===== src/rtl/tmr_pkg.sv =====
package tmr_pkg;
    // Bit positions decoded by software; fixed by the register layout.
    localparam int EN_BIT   = 31;
    localparam int PER_BIT  = 30;
    localparam int ACK_BIT  = 30;
    localparam int PEND_BIT = 30;

    typedef enum logic [1:0] {
        ST_IDLE     = 2'd0,
        ST_ONESHOT  = 2'd1,
        ST_PERIODIC = 2'd2
    } tmr_state_e;
endpackage


===== src/rtl/tmr_regif.sv =====
module tmr_regif
    import tmr_pkg::*;
#(
    parameter int DATA_W   = 32,
    parameter int ADDR_W   = 4,
    parameter int CNT_W    = 29,
    parameter int OFS_TRIG = 0,
    parameter int OFS_STAT = 4
) (
    input  logic              reg_we,
    input  logic [ADDR_W-1:0] reg_addr,
    input  logic [DATA_W-1:0] reg_wdata,
    input  tmr_state_e        cur_state,
    input  logic [CNT_W-1:0]  cur_count,
    input  logic [CNT_W-1:0]  cur_reload,
    input  logic              pend,
    output logic              trig_wr,
    output logic              ack_wr,
    output logic              new_en,
    output logic              new_per,
    output logic [CNT_W-1:0]  new_reload,
    output logic [DATA_W-1:0] reg_rdata
);
    localparam logic [ADDR_W-1:0] A_TRIG = ADDR_W'(OFS_TRIG);
    localparam logic [ADDR_W-1:0] A_STAT = ADDR_W'(OFS_STAT);

    logic sel_trig, sel_stat;
    logic unused_wbits;

    assign sel_trig   = (reg_addr == A_TRIG);
    assign sel_stat   = (reg_addr == A_STAT);
    assign trig_wr    = reg_we && sel_trig;
    assign ack_wr     = reg_we && sel_stat && reg_wdata[ACK_BIT];
    assign new_en     = reg_wdata[EN_BIT];
    assign new_per    = reg_wdata[PER_BIT];
    assign new_reload = reg_wdata[CNT_W-1:0];

    generate
        if (CNT_W < PER_BIT) begin : g_gap
            assign unused_wbits = ^reg_wdata[PER_BIT-1:CNT_W];
        end else begin : g_nogap
            assign unused_wbits = 1'b0;
        end
    endgenerate

    always_comb begin
        reg_rdata = '0;
        if (sel_trig) begin
            reg_rdata[EN_BIT]      = (cur_state != ST_IDLE);
            reg_rdata[PER_BIT]     = (cur_state == ST_PERIODIC);
            reg_rdata[CNT_W-1:0]   = cur_reload;
        end else if (sel_stat) begin
            reg_rdata[PEND_BIT]    = pend;
            reg_rdata[CNT_W-1:0]   = cur_count;
        end
    end
endmodule


===== src/rtl/tmr_core.sv =====
module tmr_core
    import tmr_pkg::*;
#(
    parameter int CNT_W = 29
) (
    input  logic             clk,
    input  logic             rst_n,
    input  logic             tick,
    input  logic             trig_wr,
    input  logic             new_en,
    input  logic             new_per,
    input  logic [CNT_W-1:0] new_reload,
    output tmr_state_e       cur_state,
    output logic [CNT_W-1:0] cur_count,
    output logic [CNT_W-1:0] cur_reload,
    output logic             expire
);
    localparam logic [CNT_W-1:0] ONE = CNT_W'(1);

    tmr_state_e       state_q, state_d;
    logic [CNT_W-1:0] count_q, count_d;
    logic [CNT_W-1:0] reload_q, reload_d;
    logic             at_zero;

    assign at_zero = (count_q == '0);

    // next-state and datapath
    always_comb begin
        state_d  = state_q;
        count_d  = count_q;
        reload_d = reload_q;
        unique case (state_q)
            ST_IDLE: begin
                state_d = ST_IDLE;
            end
            ST_ONESHOT: begin
                if (tick) begin
                    if (at_zero) state_d = ST_IDLE;       // oneshot-expire
                    else         count_d = count_q - ONE;
                end
            end
            ST_PERIODIC: begin
                if (tick) begin
                    if (at_zero) count_d = reload_q;      // periodic-expire
                    else         count_d = count_q - ONE;
                end
            end
            default: state_d = ST_IDLE;
        endcase
        if (trig_wr) begin
            reload_d = new_reload;
            count_d  = new_reload;
            if (!new_en)      state_d = ST_IDLE;          // stop
            else if (new_per) state_d = ST_PERIODIC;      // arm-periodic
            else              state_d = ST_ONESHOT;       // arm-oneshot
        end
    end

    // state register
    always_ff @(posedge clk) begin
        if (!rst_n) begin
            state_q  <= ST_IDLE;
            count_q  <= '0;
            reload_q <= '0;
        end else begin
            state_q  <= state_d;
            count_q  <= count_d;
            reload_q <= reload_d;
        end
    end

    // outputs
    always_comb begin
        cur_state  = state_q;
        cur_count  = count_q;
        cur_reload = reload_q;
        expire     = tick && !trig_wr && at_zero && (state_q != ST_IDLE);
    end
endmodule


===== src/rtl/tmr_irq.sv =====
module tmr_irq (
    input  logic clk,
    input  logic rst_n,
    input  logic expire,
    input  logic ack_wr,
    output logic pend
);
    always_ff @(posedge clk) begin
        if (!rst_n)      pend <= 1'b0;
        else if (expire) pend <= 1'b1;   // expiry beats acknowledge
        else if (ack_wr) pend <= 1'b0;
    end
endmodule


===== src/rtl/tmr_countdown.sv =====
module tmr_countdown
    import tmr_pkg::*;
#(
    parameter int DATA_W   = 32,
    parameter int ADDR_W   = 4,
    parameter int CNT_W    = 29,
    parameter int OFS_TRIG = 0,
    parameter int OFS_STAT = 4
) (
    input  logic              clk,
    input  logic              rst_n,
    input  logic              tick,
    input  logic              reg_we,
    input  logic [ADDR_W-1:0] reg_addr,
    input  logic [DATA_W-1:0] reg_wdata,
    output logic [DATA_W-1:0] reg_rdata,
    output logic              irq
);
    tmr_state_e       cur_state;
    logic [CNT_W-1:0] cur_count, cur_reload, new_reload;
    logic             trig_wr, ack_wr, new_en, new_per, expire, pend;

    tmr_regif #(
        .DATA_W(DATA_W), .ADDR_W(ADDR_W), .CNT_W(CNT_W),
        .OFS_TRIG(OFS_TRIG), .OFS_STAT(OFS_STAT)
    ) u_regif (
        .reg_we(reg_we), .reg_addr(reg_addr), .reg_wdata(reg_wdata),
        .cur_state(cur_state), .cur_count(cur_count), .cur_reload(cur_reload),
        .pend(pend), .trig_wr(trig_wr), .ack_wr(ack_wr), .new_en(new_en),
        .new_per(new_per), .new_reload(new_reload), .reg_rdata(reg_rdata)
    );

    tmr_core #(.CNT_W(CNT_W)) u_core (
        .clk(clk), .rst_n(rst_n), .tick(tick), .trig_wr(trig_wr),
        .new_en(new_en), .new_per(new_per), .new_reload(new_reload),
        .cur_state(cur_state), .cur_count(cur_count),
        .cur_reload(cur_reload), .expire(expire)
    );

    tmr_irq u_irq (
        .clk(clk), .rst_n(rst_n), .expire(expire), .ack_wr(ack_wr), .pend(pend)
    );

    assign irq = pend;
endmodule


===== config.mk =====
export PLATFORM = sky130hd
export DESIGN_NAME = tmr_countdown
export DESIGN_NICKNAME = d
export VERILOG_FILES = /design/src/rtl/tmr_pkg.sv /design/src/rtl/tmr_regif.sv /design/src/rtl/tmr_core.sv /design/src/rtl/tmr_irq.sv /design/src/rtl/tmr_countdown.sv
export SDC_FILE = /design/constraint.sdc
export NUM_CORES = 1
export LEC_CHECK = 0
export BUFFER_PORTS_ARGS = -buffer_cell sky130_fd_sc_hd__buf_2
export CORE_MARGIN = 2
export CORE_UTILIZATION = 51
export DETAILED_ROUTE_END_ITERATION = 7
export PLACE_DENSITY_LB_ADDON = 0.2
export SKIP_CTS_REPAIR_TIMING = 1
export SYNTH_ARGS = -nofsm -noshare
export SYNTH_HDL_FRONTEND = slang
export SYNTH_HIERARCHICAL = 1
export SYNTH_SLANG_ARGS = --single-unit

===== constraint.sdc =====
create_clock -name clk -period 2.4 [get_ports clk]
set_input_delay 0 -clock clk [delete_from_list [all_inputs] [get_ports clk]]
set_output_delay 0 -clock clk [all_outputs]
set_load 0.01 [all_outputs]

# ---- Word level (Yosys, flattened, before mapping)
# Index checks and enable logic that the tools add are counted.
dict set report classes {
  add_sub_neg 1
  eq_ne 8
  n_mux 19
  reduce_logical 14
}
# op count
set op_table {}
lappend op_table {{$mux W29} 7}
lappend op_table {{$pmux W29 S2} 1}
lappend op_table {{$logic_not A29 Y1} 1}
lappend op_table {{$sub A29 B1 Y29 const B} 1}
lappend op_table {{$mux W2} 5}
lappend op_table {{$ne A3 B2 Y1 const B} 3}
lappend op_table {{$logic_and A1 B1 Y1} 6}
lappend op_table {{$mux W1} 5}
lappend op_table {{$eq A4 B3 Y1 const B} 1}
lappend op_table {{$logic_not A4 Y1} 1}
lappend op_table {{$pmux W2 S2} 1}
lappend op_table {{$reduce_and A4 Y1} 1}
lappend op_table {{$reduce_bool A2 Y1} 2}
lappend op_table {{$ne A3 B1 Y1 const B} 1}
lappend op_table {{$reduce_and A3 Y1} 1}
lappend op_table {{$reduce_bool A3 Y1} 1}
lappend op_table {{$eq A2 B1 Y1 const B} 1}
lappend op_table {{$eq A2 B2 Y1 const B} 1}
lappend op_table {{$ne A2 B1 Y1 const B} 1}
lappend op_table {{$logic_not A1 Y1} 1}
dict set report word_totals {
  reg_bits 61
  inputBits 40
  output_inout_bits 33
  wordCells 46
}

# ---- Longest topological paths before layout
# Gate-level depths: netlist of run 1.
dict set report logic_depth {
  ltp_word 7
  ltp_mapped 9
  ltp_nobuf 8
}

# ---- By module
# Netlist of run 1, hierarchy kept.
# mod instances cells_each area_per_inst_um2 seq_area_each_um2
set by_module_without_submodules {}
lappend by_module_without_submodules {tmr_core 1 397 3204.3 1201.2}
lappend by_module_without_submodules {tmr_regif 1 75 655.6 0.0}
lappend by_module_without_submodules {tmr_irq 1 3 41.3 20.0}

# ---- Least setup slack after synthesis of run 1
# No wires, ideal clock.
dict set report synth_timing {
  path_type {reg-to-reg}
  startpoint {register u_core.count_q[0], in the netlist u_core/cur_count[0]}
  endpoint {register u_core.count_q[20], in the netlist u_core/cur_count[20]}
  setup_ns 0.122
  t_arrival_ns 2.433
  required_ns 2.278
  path_slack_ns -0.155
  stages_incl_launch_ff 9
  path_buffers 0
  period_less_slack_ns 2.555
  cell_sequence {dfxtp_1 inv_1 ha_1 nor4b_1 nand4_1 or4_4 o32ai_1 a21boi_1 o311a_1}
}
dict set report synth_between {
  elab_chain_len 5
  word_cells_on_any_way 10
  classes_between {add/sub (1); eq/ne (1); mux (6); reduce/logical (2)}
}
# item line_no
set synth_rtl {}
lappend synth_rtl {{start, declared} tmr_core.sv:21} ;# logic [CNT_W-1:0] count_q, count_d;
lappend synth_rtl {{start signal, assigned} tmr_core.sv:67} ;# count_q <= count_d;
lappend synth_rtl {{$sub A29 B1 Y29 / $logic_not A29 Y1 (equally long branches)} {tmr_core.sv:39, tmr_core.sv:45, tmr_core.sv:25}}
lappend synth_rtl {{$mux W29, on equally long branches} {tmr_core.sv:44, tmr_core.sv:38}}
lappend synth_rtl {{$mux W29, on equally long branches} {tmr_core.sv:43, tmr_core.sv:37}}
lappend synth_rtl {{$pmux W29 S2} tmr_core.sv:32} ;# unique case (state_q)
lappend synth_rtl {{$mux W29} tmr_core.sv:50} ;# if (trig_wr) begin
# Parallel ways exist; a longest one is shown, timed or not. The select of a mux whose other input is x is not followed.
# A chain may end at the register's enable or synchronous reset.

# ---- Worst setup path in the final report of run 1
dict set report layout_timing {
  startpoint {register u_core.count_q[19], in the netlist u_core/cur_count[19]}
  endpoint {register u_core.count_q[25], in the netlist u_core/cur_count[25]}
}
# The elaborated chain is that of the path after synthesis.

==> impl_metrics.env, run 1 <==
export IMPL_synth_ff_type="dfxtp_1"
export IMPL_vdd_ir_drop_max_uv=341
export IMPL_cp_required_ps=2670
export IMPL_crit_buf_inv=1
export IMPL_ys_seq_elements=61
export IMPL_synth_top_area_share_pct=31.3
export IMPL_hold_depth=3
export IMPL_place_congestion=0.887
export IMPL_die_y_um=91.5
export IMPL_yosys_area_top_type="dfxtp_1"
export IMPL_firstDrtPassIters=5
export IMPL_diodes=0
export IMPL_total_power_uw=2690
export IMPL_drt_initial_drc_count=359
export IMPL_ys_types=67
export IMPL_arrival_ps=2730
export IMPL_synth_area_per_cell_um2=8.21
export IMPL_grt_overflow=0
export IMPL_post_drt_wl_per_cell_um=17.9
export IMPL_power_density_mw_per_mm2=518
export IMPL_timing_critical_path_mode_cell="or4_4"
export IMPL_p_leak_uw=0.00223
export IMPL_fin_ws_ps=-56.0
export IMPL_drv_cap=0
export IMPL_vias_per_cell=6.02
export IMPL_yosys_warnings=6
export IMPL_die_area_mm2=0.00836
export IMPL_ant_nets=0
export IMPL_drive_gt1_share_pct=32.8
export IMPL_cpLargestDelayFamily="simple AND/OR/NAND/NOR gates"
export IMPL_core_area_mm2=0.00733
export IMPL_grt_usage_pct=27.6
export IMPL_synth_edf_count=0
export IMPL_violations="negative hold slack, negative setup slack"
export IMPL_cpPeakStageDelay_ps=550
export IMPL_instances_no_fill=697
export IMPL_start_kind="flop"
export IMPL_critPathMaxFanout=5
export IMPL_htree_levels=3
export IMPL_syn_area_mm2=0.00390
export IMPL_n_fill_cell=572
export IMPL_grt_start_max_net_pins=37
export IMPL_cp_end_kind="flop"
export IMPL_path_clk_slew_ps=70
export IMPL_hold_violations=1
export IMPL_routed_wl_um=12400
export IMPL_yosys_top_cells_area="dfxtp_1 31%, buf_4 6.2%, mux2i_1 5.6%"
export IMPL_relSlewSlack_pct=48.7
export IMPL_post_route_period_util_pct=102
export IMPL_rsz0062_at_grt="yes"
export IMPL_fin_worst_skew_ps=10.7
export IMPL_reg2reg_depth=7
export IMPL_synth_most_common_cell="dfxtp_1"
export IMPL_drc=0
export IMPL_cp_slowest_cell="or4_4"
export IMPL_grt_pass1_vias=3784
export IMPL_synth_seq_area_share_pct=31.3
export IMPL_max_freq_mhz=407
export IMPL_cts_tree="yes"
export IMPL_timing_hold_ws_ps=-5.31
export IMPL_syn_inst=475
export IMPL_io_buffers=70
export IMPL_cts_buffers=9
export IMPL_min_to="u_core/cur_reload[9]"
export IMPL_status="finished, violations left"
export IMPL_critical_path_depth=7
export IMPL_hpwl_um=8160
export IMPL_grt_pass1_wl_um=18600
export IMPL_syn_nets=516
export IMPL_worstHoldStart="reg_wdata[9]"
export IMPL_cts_root_buf="clkbuf_8"
export IMPL_cts_sinks=61
export IMPL_synthTopCellsByCount="61 x dfxtp_1, 40 x nand2_1, 37 x nor2_1"
export IMPL_cp_cell_sequence="or4_4, or3_4, buf_6, or4_4, a21oi_2, o21ai_1, a31oi_1"
export IMPL_reg2reg_from="u_core/cur_count[19]"
export IMPL_area_growth_syn_to_layout_pct=33.1
export IMPL_die_w_um=91.5
export IMPL_antenna_found_initial=0
export IMPL_vias=4193
export IMPL_period_minus_slack_ps=2460
export IMPL_clk_latency_ps=340
export IMPL_drv_slew=0
export IMPL_pin_count=73
export IMPL_reg2reg_to="u_core/cur_count[25]"
export IMPL_dp_cells=645
export IMPL_clock_path_buffers=2
export IMPL_criticalPathCategory="reg -> reg"
export IMPL_async_flop_share_pct=0
export IMPL_place_ws_ps=-54.2
export IMPL_hold_class="in -> reg"
export IMPL_fin_nets=634
export IMPL_setup_viol=3
export IMPL_rrSetupSlack_ps=-60
export IMPL_worst_slew_pin_transition_ps=769
export IMPL_core_rowCount=31
export IMPL_start_util_pct=53.2
## cell families after synthesis
kind of cell,synth area share [%]
AO/OA/AOI/OAI,26.7
flip-flops,31.3
other,0.0961
multiplexers,6.32
adder cells (fa/ha/maj),0.321
XOR/XNOR,1.80
AND/OR/NAND/NOR,21.6
buffers and inverters,11.9
## tightest hold or removal path, stage by stage
cell and delay (ps):
buf_2 90, nand2_1 120, a21oi_1 80
## area by class of cell
type | count | area, um2 | share of cell area, %
multi-input cells | 338 | 2330 | 44.8
repair buffers | 171 | 1250 | 24.0
flip-flops and latches | 61 | 1220 | 23.6
clock buffers | 12 | 155 | 2.99
well taps | 99 | 124 | 2.39
clock inverters | 4 | 70.1 | 1.35
inverters | 12 | 45.0 | 0.867
## power by group
part           leakage (uW)  switching [uW]  internal, uW
Combinational       0.00162             300           279
Clock              0.000116             426           639
Sequential         0.000494            14.9          1030
## flip-flops by register name, indices dropped and copies added, names as in the netlist
name and flops:
u_core/cur_reload 29, u_irq/pend 1, u_core/cur_count 29, u_core/cur_state 2
## layer usage
| metal | share of wire [%] | routed length [um] | GRT usage, % | vias up |
|---|---|---|---|---|
| met5 | 0 | 0 | 0 | - |
| met1 | 42 | 5190 | 34.8 | 1965 |
| met3 | 6.6 | 819 | 4.07 | 33 |
| li1 | - | - | - | 1974 |
| met2 | 49 | 6160 | 48.0 | 221 |
| met4 | 2.2 | 272 | 9.60 | 0 |
## cell usage in the layout, fill, tap and decap left out, types with 12 or more instances in the layout
cell           count
buf_4             60
a22o_1            20
nand2_1           39
mux2i_1           22
nor3_1            15
buf_2             70
a21oi_1           35
dlygate4sd3_1     31
inv_1             12
o21ai_0           20
nor2_1            36
dfxtp_1           59
## worst max-delay path by stage
| stage | from | to | slack, ps |
|---|---|---|---|
| after floorplan | u_core/cur_count[12] | u_core/cur_count[22] | -10 |
| after global placement | u_core/cur_count[19] | u_core/cur_count[25] | -10 |
| final | u_core/cur_count[19] | u_core/cur_count[25] | -60 |
| after CTS | u_core/cur_count[19] | u_core/cur_count[25] | -160 |
| after global routing | u_core/cur_count[19] | u_core/cur_count[25] | -100 |
| after detailed placement | u_core/cur_count[19] | u_core/cur_count[0] | -50 |
## metrics by stage
step                      utilization [%]  setup TNS (ps)  area (um2)
after floorplan                         -           -20.4        3940
after global placement               61.2           -17.9        4480
after detailed placement             61.2            -327        4480
after CTS                            64.2            -617        4710
after global routing                 70.8            -851        5190
final                                70.8           -77.5        5190
Note: power is estimated with default switching activity, not from simulation.
==> run 2, diff against run 1 <==
--- a/config.mk
+++ b/config.mk
@@ -9,7 +9,7 @@
 export CORE_MARGIN = 2
 export CORE_UTILIZATION = 51
 export DETAILED_ROUTE_END_ITERATION = 7
-export PLACE_DENSITY_LB_ADDON = 0.2
+export PLACE_DENSITY = 0.81
 export SKIP_CTS_REPAIR_TIMING = 1
 export SYNTH_ARGS = -nofsm -noshare
 export SYNTH_HDL_FRONTEND = slang
==> impl_metrics.env, run 2 (synthesis gave the netlist of run 1 again) <==
export IMPL_cts_sinks=61
export IMPL_pin_count=73
export IMPL_drt_initial_drc_count=355
export IMPL_hpwl_um=8200
export IMPL_hold_class="in -> reg"
export IMPL_grt_pass1_vias=4019
export IMPL_cts_tree="yes"
export IMPL_drv_cap=0
export IMPL_seqPwrFrac_pct=37.4
export IMPL_cp_slowest_cell="or4_4"
export IMPL_post_drt_wl_per_cell_um=18.5
export IMPL_period_minus_slack_ps=2460
export IMPL_layout_common_cells="71 x buf_2, 59 x dfxtp_1, 53 x buf_4, 36 x nor2_1, 36 x nand2_1"
export IMPL_place_congestion=0.946
export IMPL_vdd_ir_drop_max_uv=347
export IMPL_final_util_pct=71.9
export IMPL_cpLargestDelayFamily="simple AND/OR/NAND/NOR gates"
export IMPL_pwr_share_comb_pct=19.7
export IMPL_core_rowCount=31
export IMPL_die_w_um=91.5
export IMPL_min_to="u_core/cur_count[9]"
export IMPL_vias_per_cell=6.11
export IMPL_critPathMaxFanout=7
export IMPL_drv_slew=0
export IMPL_cp_required_ps=2580
export IMPL_tns_ps=-323
export IMPL_drc=0
export IMPL_timing_critical_path_mode_cell="or4_4"
export IMPL_reg2reg_from="u_core/cur_count[20]"
export IMPL_cts_buffers=9
export IMPL_clk_latency_ps=350
export IMPL_p_leak_uw=0.00222
export IMPL_seq_area_mm2=0.00122
export IMPL_clockPowerShare_pct=42.9
export IMPL_place_ws_ps=-92.7
export IMPL_path_clk_slew_ps=70
export IMPL_post_route_period_util_pct=103
export IMPL_cpPeakStageDelay_ps=570
export IMPL_rsz0062_at_grt="yes"
export IMPL_firstDrtPassIters=6
export IMPL_crit_buf_inv=1
export IMPL_fin_worst_skew_ps=8.81
export IMPL_die_area_mm2=0.00836
export IMPL_worstHoldStart="reg_wdata[9]"
export IMPL_grt_start_max_net_pins=58
export IMPL_io_buffers=70
export IMPL_place_area_mm2=0.00443
export IMPL_grt_overflow=0
export IMPL_reg2reg_to="u_core/cur_count[6]"
export IMPL_multi_input_area_mm2=0.00239
export IMPL_start_util_pct=53.2
export IMPL_reg2reg_depth=6
export IMPL_final_area_mm2=0.00527
export IMPL_power_density_mw_per_mm2=531
export IMPL_relSlewSlack_pct=39.3
export IMPL_start_kind="flop"
export IMPL_grt_pass1_wl_um=19100
export IMPL_hold_violations=1
export IMPL_fin_nets=629
export IMPL_n_fill_cell=552
export IMPL_p_sw_uw=734
export IMPL_fin_ws_ps=-63.1
export IMPL_arrival_ps=2650
export IMPL_final_common_cell="buf_2"
export IMPL_htree_levels=3
export IMPL_clock_path_buffers=2
export IMPL_routed_wl_um=12800
export IMPL_p_int_uw=2060
export IMPL_antenna_found_initial=0
export IMPL_rrSetupSlack_ps=-60
export IMPL_drive_gt1_share_pct=35.1
export IMPL_timing_hold_ws_ps=-9.71
export IMPL_grt_usage_pct=28.4
export IMPL_ant_nets=0
export IMPL_die_y_um=91.5
export IMPL_max_freq_mhz=406
export IMPL_worstSetupStartpoint="u_core/cur_count[20]"
export IMPL_cts_root_buf="clkbuf_8"
export IMPL_sw_frac_of_total_pct=26.2
export IMPL_cp_end_kind="flop"
export IMPL_area_growth_syn_to_layout_pct=35.1
export IMPL_hold_depth=3
export IMPL_setup_viol=10
export IMPL_worst_slew_pin_transition_ps=910
export IMPL_status="finished, violations left"
export IMPL_violations="negative hold slack, negative setup slack"
export IMPL_cp_cell_sequence="or4_4, or4_4, or3_4, buf_8, o211ai_1, a311oi_1"
export IMPL_core_area_mm2=0.00733
export IMPL_vias=4228
export IMPL_diodes=0
export IMPL_criticalPathCategory="reg -> reg"
-- run 2: area by class of cell --
| class | count | share of cell area, % |
|---|---|---|
| inverter | 12 | 0.854 |
| sequential | 61 | 23.2 |
| clock buffer | 13 | 3.20 |
| timing repair buffer | 166 | 23.4 |
| tap | 99 | 2.35 |
| multi-input combinational | 338 | 45.3 |
| clock inverter | 3 | 1.71 |
-- run 2: how the worst max path moves through the flow --
stage	slack (ps)	cells after the start	end
floorplan	-10	8	u_core/cur_count[22]
global placement	0.2	6	u_core/cur_count[6]
finish	-60	6	u_core/cur_count[6]
global route	-120	7	u_core/cur_count[16]
CTS	-120	7	u_core/cur_count[25]
detailed placement	-90	6	u_core/cur_count[25]
-- run 2: worst reg2reg max path, delay by kind of cell, from the launching register on --
| family | cells | cell delay [ps] |
|---|---|---|
| AOI/OAI and AO/OA | 2 | 290 |
| buffers and inverters | 1 | 160 |
| DFF | 1 | 340 |
| and+or+nand+nor | 3 | 1510 |
-- run 2: through the flow --
| stage | total power (uW) | cells |
|---|---|---|
| after CTS | 2710 | 652 |
| after floorplan | 1390 | 475 |
| after detailed placement | 1530 | 636 |
| after global routing | 2890 | 692 |
| final | 2800 | 692 |
| after global placement | 1520 | 636 |
-- run 2: metal layers --
layer  wire length, um  track usage (%)  vias to the layer above
met3              1010             5.15                       36
met2              6360             49.0                      244
met5                 0                0                        -
li1                  -                -                     1962
met1              5150             34.6                     1986
met4               291             11.6                        0
-- run 2: power groups by stage --
stage,logic [uW],registers [uW],clock network [uW]
after detailed placement,458,1070,0
final,552,1050,1200
after floorplan,322,1070,0
after CTS,462,1040,1200
after global routing,594,1050,1250
after global placement,448,1070,0
==> run 3, diff against run 2 <==
--- a/config.mk
+++ b/config.mk
@@ -7,9 +7,9 @@
 export LEC_CHECK = 0
 export BUFFER_PORTS_ARGS = -buffer_cell sky130_fd_sc_hd__buf_2
 export CORE_MARGIN = 2
-export CORE_UTILIZATION = 51
+export CORE_UTILIZATION = 60
 export DETAILED_ROUTE_END_ITERATION = 7
-export PLACE_DENSITY = 0.81
+export PLACE_DENSITY = 0.89
 export SKIP_CTS_REPAIR_TIMING = 1
 export SYNTH_ARGS = -nofsm -noshare
 export SYNTH_HDL_FRONTEND = slang
==> constraint.sdc (replaced) <==
create_clock -name clk -period 3 [get_ports clk]
set_input_delay 0 -clock clk [delete_from_list [all_inputs] [get_ports clk]]
set_output_delay 0 -clock clk [all_outputs]
set_load 0.01 [all_outputs]
==> impl_metrics.env, run 3 (synthesis gave the netlist of run 1 again) <==
export IMPL_hold_class="in -> reg"
export IMPL_cp_end_kind="flop"
export IMPL_sw_frac_of_total_pct=26.0
export IMPL_clock_path_buffers=2
export IMPL_grt_pass1_vias=3617
export IMPL_p_sw_uw=550
export IMPL_vias_per_cell=6.52
export IMPL_ant_nets=0
export IMPL_clk_latency_ps=350
export IMPL_setup_viol=0
export IMPL_post_drt_wl_per_cell_um=17.8
export IMPL_rsz0062_at_grt="no"
export IMPL_cts_tree="yes"
export IMPL_drive_gt1_share_pct=22.5
export IMPL_fin_nets=579
export IMPL_critPathMaxFanout=8
export IMPL_vias=4034
export IMPL_violations="negative hold slack"
export IMPL_status="finished, violations left"
export IMPL_cts_sinks=61
export IMPL_cp_required_ps=3250
export IMPL_drt_initial_drc_count=466
export IMPL_criticalPathCategory="reg -> reg"
export IMPL_pwr_share_comb_pct=16.4
export IMPL_clockPowerShare_pct=43.7
export IMPL_start_util_pct=61.8
export IMPL_drc=0
export IMPL_hpwl_um=7130
export IMPL_core_area_mm2=0.00631
export IMPL_seqPwrFrac_pct=39.9
export IMPL_arrival_ps=3070
export IMPL_routed_wl_um=11000
export IMPL_htree_levels=3
export IMPL_io_buffers=70
export IMPL_grt_overflow=0
export IMPL_tns_ps=0
export IMPL_fin_worst_skew_ps=12.7
export IMPL_start_kind="flop"
export IMPL_max_freq_mhz=355
export IMPL_cts_root_buf="clkbuf_8"
export IMPL_p_int_uw=1570
export IMPL_power_density_mw_per_mm2=460
export IMPL_place_congestion=0.915
export IMPL_grt_start_max_net_pins=58
export IMPL_final_common_cell="buf_2"
export IMPL_area_growth_syn_to_layout_pct=17.9
export IMPL_cts_buffers=9
export IMPL_vdd_ir_drop_max_uv=411
export IMPL_antenna_found_initial=0
export IMPL_drv_slew=0
export IMPL_drv_cap=0
export IMPL_die_w_um=84.6
export IMPL_period_minus_slack_ps=2820
export IMPL_die_area_mm2=0.00716
export IMPL_grt_usage_pct=29.9
export IMPL_p_leak_uw=0.00189
export IMPL_post_route_period_util_pct=94.0
export IMPL_path_clk_slew_ps=80
export IMPL_hold_violations=2
export IMPL_diodes=0
export IMPL_worst_slew_pin_transition_ps=990
export IMPL_timing_hold_ws_ps=-31.7
export IMPL_relSlewSlack_pct=33.7
export IMPL_grt_pass1_wl_um=17200
export IMPL_die_y_um=84.6
export IMPL_core_rowCount=29
export IMPL_layout_common_cells="70 x buf_2, 61 x dfxtp_1, 40 x nand2_1, 37 x nor2_1, 36 x a21oi_1"
export IMPL_firstDrtPassIters=5
export IMPL_pin_count=73
-- run 3: cell types whose count changed in the layout (fill, tap and decap cells not counted), moves of 4 or more --
cell and change:
o21ai_0 +4, a21oi_2 -9, a21oi_1 +9, nand2_2 -4, buf_4 -38, o21ai_2 -5
nand2_1 +4, buf_6 -6
-- run 3: worst paths after layout --
path,start,to,slack (ps),cells past startpoint
min,reg_wdata[25],u_core/cur_reload[25],-30,3
max reg2reg,u_core/cur_count[19],u_core/cur_count[20],180,6
min reg2reg,u_core/cur_reload[9],u_core/cur_reload[9],490,2
max,u_core/cur_count[19],u_core/cur_count[20],180,6
-- run 3: layout make-up --
cell class                 count  area [um2]
clock buffer                  11         151
clock inverter                 4        95.1
fill                         495        1710
inverter                      12        45.0
multi-input combinational    338        2220
sequential                    61        1220
tap                           77        96.3
timing repair buffer         116         773
-- run 3: critical path: stages, from the launching register on --
cell and delay, ps:
dfxtp_1 360, or4_4 570, or3_1 560, or4_4 640, o32ai_1 150, a21boi_1 100
o311a_1 340
-- run 3: metal layers --
layer  vias to the layer above  part of all wire [%]  GRT usage (%)
li1                       1869                     -              -
met1                      1886                    41           39.2
met2                       252                    48           47.5
met3                        27                   8.8           6.29
met4                         0                   2.0           12.8
met5                         -                     0              0
-- run 3: through the flow --
step	cells	utilization (%)	worst slack, ps	area, um2	total power (uW)
after global routing	619	72.8	105	4600	2180
after CTS	588	67.9	218	4290	2080
after floorplan	475	-	445	3900	1110
final	619	72.8	179	4600	2120
after global placement	573	64.0	283	4040	1160
after detailed placement	573	64.0	223	4040	1170
-- run 3: power groups by stage --
stage                     registers, uW  logic, uW  clock network (uW)
after floorplan                     856        252                   0
after global routing                845        372                 965
after detailed placement            861        305                   0
after global placement              860        295                   0
after CTS                           843        307                 926
final                               843        347                 925
